File: config.mk
export PLATFORM = sky130hd
export DESIGN_NAME = credit_gate
export DESIGN_NICKNAME = d
export VERILOG_FILES = /design/src/rtl/credit_gate_pkg.sv /design/src/rtl/credit_counter.sv /design/src/rtl/credit_datapath.sv /design/src/rtl/credit_control.sv /design/src/rtl/credit_gate.sv
export SDC_FILE = /design/constraint.sdc
export NUM_CORES = 1
export LEC_CHECK = 0
export BUFFER_PORTS_ARGS = -buffer_cell sky130_fd_sc_hd__buf_4
export CORE_MARGIN = 2
export CORE_UTILIZATION = 30
export CTS_CLUSTER_SIZE = 24
export DETAILED_ROUTE_END_ITERATION = 12
export GPL_ROUTABILITY_DRIVEN = 1
export SYNTH_ARGS = -nofsm -noshare
export SYNTH_HDL_FRONTEND = slang
export SYNTH_SLANG_ARGS = --single-unit
File: constraint.sdc
create_clock -name clk -period 4.25 [get_ports clk]
set_input_delay 0.2125 -clock clk [delete_from_list [all_inputs] [get_ports clk]]
set_output_delay 0.2125 -clock clk [all_outputs]
set_load 0.005 [all_outputs]
File: src/rtl/credit_gate_pkg.sv
package credit_gate_pkg;

  // Strobes the control sends to the counter datapath each cycle.
  typedef struct packed {
    logic load;    // apply an advertisement
    logic credit;  // apply a credit return
    logic take;    // charge the requested packet
  } gate_strobe_t;

endpackage

File: src/rtl/credit_counter.sv
// One credit class: modular limit, modular consumed count, unlimited flag.
module credit_counter #(
  parameter int W = 8
) (
  input  logic         clk,
  input  logic         rstN,
  input  logic         load,
  input  logic [W-1:0] loadVal,
  input  logic         credit,
  input  logic [W-1:0] creditAmt,
  input  logic         take,
  input  logic [W-1:0] takeAmt,
  input  logic [W-1:0] askAmt,
  output logic         pass,
  output logic [W-1:0] consumed
);

  logic [W-1:0] limitQ;
  logic [W-1:0] consQ;
  logic         unlimQ;
  logic [W-1:0] needed;
  logic [W-1:0] headroom;

  always_ff @(posedge clk) begin
    if (!rstN) begin
      limitQ <= '0;
      consQ  <= '0;
      unlimQ <= 1'b0;
    end else if (load) begin
      limitQ <= loadVal;
      consQ  <= '0;
      unlimQ <= (loadVal == '0);
    end else begin
      if (credit) limitQ <= limitQ + creditAmt;
      if (take)   consQ  <= consQ + takeAmt;
    end
  end

  // Sign of the modular difference decides; the counters may wrap freely.
  always_comb begin
    needed   = consQ + askAmt;
    headroom = limitQ - needed;
    pass     = unlimQ | ~headroom[W-1];
  end

  assign consumed = consQ;

endmodule

File: src/rtl/credit_datapath.sv
module credit_datapath
  import credit_gate_pkg::*;
#(
  parameter int NT = 3,
  parameter int HW = 8,
  parameter int DW = 12,
  parameter int TW = 2
) (
  input  logic            clk,
  input  logic            rstN,
  input  gate_strobe_t    strobe,
  input  logic [TW-1:0]   initType,
  input  logic [HW-1:0]   initHdr,
  input  logic [DW-1:0]   initDat,
  input  logic [TW-1:0]   retType,
  input  logic [HW-1:0]   retHdr,
  input  logic [DW-1:0]   retDat,
  input  logic [TW-1:0]   reqType,
  input  logic [DW-2:0]   reqDat,
  output logic            hdrPass,
  output logic            datPass,
  output logic [NT*HW-1:0] consHdr,
  output logic [NT*DW-1:0] consDat
);

  localparam logic [HW-1:0] HDR_COST = HW'(1);

  logic [NT-1:0] hPassVec;
  logic [NT-1:0] dPassVec;
  logic [DW-1:0] datCost;

  assign datCost = {1'b0, reqDat};

  for (genvar t = 0; t < NT; t++) begin : g_type
    logic selLoad;
    logic selCredit;
    logic selTake;

    assign selLoad   = strobe.load   && (initType == TW'(t));
    assign selCredit = strobe.credit && (retType  == TW'(t));
    assign selTake   = strobe.take   && (reqType  == TW'(t));

    credit_counter #(.W(HW)) u_hdr (
      .clk       (clk),
      .rstN      (rstN),
      .load      (selLoad),
      .loadVal   (initHdr),
      .credit    (selCredit),
      .creditAmt (retHdr),
      .take      (selTake),
      .takeAmt   (HDR_COST),
      .askAmt    (HDR_COST),
      .pass      (hPassVec[t]),
      .consumed  (consHdr[t*HW +: HW])
    );

    credit_counter #(.W(DW)) u_dat (
      .clk       (clk),
      .rstN      (rstN),
      .load      (selLoad),
      .loadVal   (initDat),
      .credit    (selCredit),
      .creditAmt (retDat),
      .take      (selTake),
      .takeAmt   (datCost),
      .askAmt    (datCost),
      .pass      (dPassVec[t]),
      .consumed  (consDat[t*DW +: DW])
    );
  end

  // Pick the verdicts of the requested type; an out-of-range type never passes.
  always_comb begin
    hdrPass = 1'b0;
    datPass = 1'b0;
    for (int t = 0; t < NT; t++) begin
      if (reqType == TW'(t)) begin
        hdrPass = hPassVec[t];
        datPass = dPassVec[t];
      end
    end
  end

endmodule

File: src/rtl/credit_control.sv
module credit_control
  import credit_gate_pkg::*;
#(
  parameter int TW = 2
) (
  input  logic          initValid,
  input  logic [TW-1:0] initType,
  input  logic          retValid,
  input  logic          reqValid,
  input  logic [TW-1:0] reqType,
  input  logic          hdrPass,
  input  logic          datPass,
  output logic          grant,
  output gate_strobe_t  strobe
);

  logic initSameType;

  always_comb begin
    initSameType  = initValid && (initType == reqType);
    grant         = reqValid && hdrPass && datPass && !initSameType;
    strobe.load   = initValid;
    strobe.credit = retValid;
    strobe.take   = grant;
  end

endmodule

File: src/rtl/credit_gate.sv
module credit_gate
  import credit_gate_pkg::*;
#(
  parameter int NUM_TYPES = 3,
  parameter int HDR_W     = 8,
  parameter int DAT_W     = 12,
  localparam int TYPE_W   = (NUM_TYPES > 1) ? $clog2(NUM_TYPES) : 1
) (
  input  logic                       clk,
  input  logic                       rstN,
  input  logic                       initValid,
  input  logic [TYPE_W-1:0]          initType,
  input  logic [HDR_W-1:0]           initHdr,
  input  logic [DAT_W-1:0]           initDat,
  input  logic                       retValid,
  input  logic [TYPE_W-1:0]          retType,
  input  logic [HDR_W-1:0]           retHdr,
  input  logic [DAT_W-1:0]           retDat,
  input  logic                       reqValid,
  input  logic [TYPE_W-1:0]          reqType,
  input  logic [DAT_W-2:0]           reqDat,
  output logic                       grant,
  output logic [NUM_TYPES*HDR_W-1:0] consHdr,
  output logic [NUM_TYPES*DAT_W-1:0] consDat
);

  gate_strobe_t strobe;
  logic         hdrPass;
  logic         datPass;

  credit_control #(.TW(TYPE_W)) u_ctl (
    .initValid (initValid),
    .initType  (initType),
    .retValid  (retValid),
    .reqValid  (reqValid),
    .reqType   (reqType),
    .hdrPass   (hdrPass),
    .datPass   (datPass),
    .grant     (grant),
    .strobe    (strobe)
  );

  credit_datapath #(
    .NT (NUM_TYPES),
    .HW (HDR_W),
    .DW (DAT_W),
    .TW (TYPE_W)
  ) u_dp (
    .clk      (clk),
    .rstN     (rstN),
    .strobe   (strobe),
    .initType (initType),
    .initHdr  (initHdr),
    .initDat  (initDat),
    .retType  (retType),
    .retHdr   (retHdr),
    .retDat   (retDat),
    .reqType  (reqType),
    .reqDat   (reqDat),
    .hdrPass  (hdrPass),
    .datPass  (datPass),
    .consHdr  (consHdr),
    .consDat  (consDat)
  );

endmodule

==> metrics <==
number of enable flip-flop cells after synthesis 0; reg-to-reg slack, setup -0.21 ns; WS Path Type reg -> out; CP Launch Type register; post-route ant nets 0; worst-case reg-to-reg path depth 19; Finished Layout Cells 1931; wire length per cell 18.9 um; CTS Root Cell clkbuf_16; power per cell area 275 nW/um^2; RSZ-0062 raised after global routing true; Final setup viols 11; first-pass iteration count of the detailed router 5; Initial Util 30.5%; Max transition margin 26.3%; via/cell ratio 5.41; vias in the first global route 9734; period utilization 109%; max-capacitance violation count 0; overall routing resource usage 19.4%; Buffers on Ports 122; final wirelength 36400 um; Ys Warns 0; crit path DAT 4.44 ns; share of cells above drive strength 1 24.6%; multi-input logic area 7840 um^2; ys async rst share 0%; GP Congestion 0.889; Post-CTS Hold Fix Bufs 0; Hold Fails Final Rpt 0; count leader, synth nand2_1; Final nets 1679; Worst-Skew Late Latency 0.43 ns; Post-DP HPWL 26900 um; Remaining Overflow, GRT 0; Max Fanout on Critical Path 2; run status finished, violations left; Post-Syn Area per Cell 8.02 um^2; Synthesized Nets 1488; Most used DFF post-synth dfxtp_1; synth cell count leaders nand2_1 (148), ha_1 (138), dfxtp_1 (126), nor2_1 (103), o21ai_0 (95); die area 35700 um^2; Max H-tree Level 4; wire length of the first global-routing pass 54200 um; First DRT Iteration DRCs 703; Synth top area share 24.6%; Setup crit end kind output port; Clock Sinks 126; Fmax 215 MHz; I/O Pins 123; clock buffer depth 2; cell type with the largest total area after synthesis dfxtp_1; total CTS buffers 17; post-synth cell types 66; n_diodes 0; CTS tree built; setup ws final -0.399 ns; core area 33600 um^2; leakage power 5.65 nW; Hold Crit Class in -> reg; Synth Cell Area 10300 um^2; CTS clock-pin slew for the worst setup and hold paths 0.06 ns; Worst Skew 0.0133 ns; setup TNS -1.85 ns; post-route cell area 13400 um^2; largest net degree at the start of global routing 47; drt drc 0; Critical Path RT 4.04 ns; Die Wd 189 um; die boundary height 189 um; top cells by area, synth dfxtp_1 (25%), ha_1 (17%), nand2_1 (5.4%); register area share after synthesis 24.6%; number of fill cells 3381; Synth Register Bits 126; Register Area 2530 um^2; std cell rows 67; Tmin final 4.65 ns; DP Cell Count 1845; dpl cell area 11900 um^2; Max IR drop VDD 0.266 mV; hold slack 0.0852 ns; synthesis-to-finish area growth 31.0%; initial antenna violation count 0; Slew @ Worst Pin 1.10 ns; vias 10400; Slew Limit Fails 0; WHS Path Cells 3; Post-Synthesis Cells 1279; failing checks setup timing
-- cell usage in the layout, fill, tap and decap left out, drive strengths merged, types with 25 or more instances in the layout --
cell type	instances
nor2	105
xor2	42
inv	38
a311oi	28
buf	220
xnor2	49
nand2	148
nor3	39
ha	138
o21ai	100
nand3	40
a21o	25
dfxtp	126
a21oi	92
-- routing by layer --
metal / up-vias / share of wire, % / GRT usage [%]
met5: - / 0 / 0
met4: 0 / 3.8 / 8.05
li1: 5087 / - / -
met3: 60 / 4.4 / 2.78
met1: 5005 / 44 / 24.4
met2: 289 / 48 / 33.3
-- cell families (layout without fill, tap and decap cells) --
family / count (synthesis) / in the layout / share of synthesized area [%]
and+or+nand+nor: 448 / 448 / 21.1
AOI/OAI and AO/OA: 367 / 367 / 23.1
adders and majority gates: 147 / 147 / 18.6
DFF: 126 / 126 / 24.6
xor gates and xnor gates: 91 / 91 / 7.77
buffers and inverters: 85 / 289 / 3.36
muxes: 15 / 15 / 1.53
-- worst paths after layout --
| check | to | start |
|---|---|---|
| max | grant | u_dp.g_type[0].u_dat.consumed[0]$_SDFFE_PP0P_ |
| max reg2reg | u_dp.g_type[2].u_hdr.consumed[6]$_SDFFE_PP0P_ | u_dp.g_type[2].u_dat.consumed[0]$_SDFFE_PP0P_ |
| min | u_dp.g_type[2].u_hdr.limitQ[1]$_SDFFE_PN0P_ | initHdr[1] |
| min reg2reg | u_dp.g_type[2].u_dat.consumed[4]$_SDFFE_PP0P_ | u_dp.g_type[2].u_dat.consumed[4]$_SDFFE_PP0P_ |
-- state kept, by name, indices dropped and copies added, names as in the netlist --
name                        flops
u_dp.g_type.u_dat.limitQ       36
u_dp.g_type.u_dat.unlimQ        3
u_dp.g_type.u_hdr.consumed     24
u_dp.g_type.u_hdr.unlimQ        3
u_dp.g_type.u_hdr.limitQ       24
u_dp.g_type.u_dat.consumed     36
-- critical path: stages (launching register included) --
cell	delay [ns]
dfxtp_2	0.33
ha_4	0.16
fa_2	0.34
a21o_1	0.19
a21oi_2	0.16
o211ai_1	0.11
a31o_2	0.26
a21oi_2	0.14
xor2_1	0.11
ha_2	0.19
or4_4	0.55
a211oi_4	0.27
a31oi_2	0.15
a211o_1	0.33
and4_4	0.20
or3_4	0.39
buf_6	0.13
-- where the power goes --
part	switching (mW)	internal (mW)	total [mW]
logic	0.507	0.406	0.913
clock network	0.625	0.871	1.50
registers	0.0540	1.23	1.28
-- timing repair --
item,4_1_cts,5_1_grt
setup buffers,31,21
gates resized for setup,41,89
gates cloned,0,5
endpoints found under the setup margin,57,49
pin swaps,39,48
-- layout make-up --
class | instances | share of cell area [%]
Timing Repair Buffer | 222 | 13.3
Clock buffer | 17 | 3.17
Sequential cell | 126 | 18.8
Multi-Input combinational cell | 1068 | 58.4
Tap cell | 448 | 4.17
Inverter | 35 | 0.978
Clock inverter | 15 | 1.22
-- through the flow --
stage	setup slack (ns)	power [mW]	util, %
floorplan	0.0578	1.84	-
global placement	-0.382	2.10	35.3
detailed placement	-0.412	2.12	35.3
CTS	-0.412	3.63	38.2
global route	-0.572	3.86	40.0
finish	-0.399	3.69	40.0
Power figures use the tool's default switching activity.
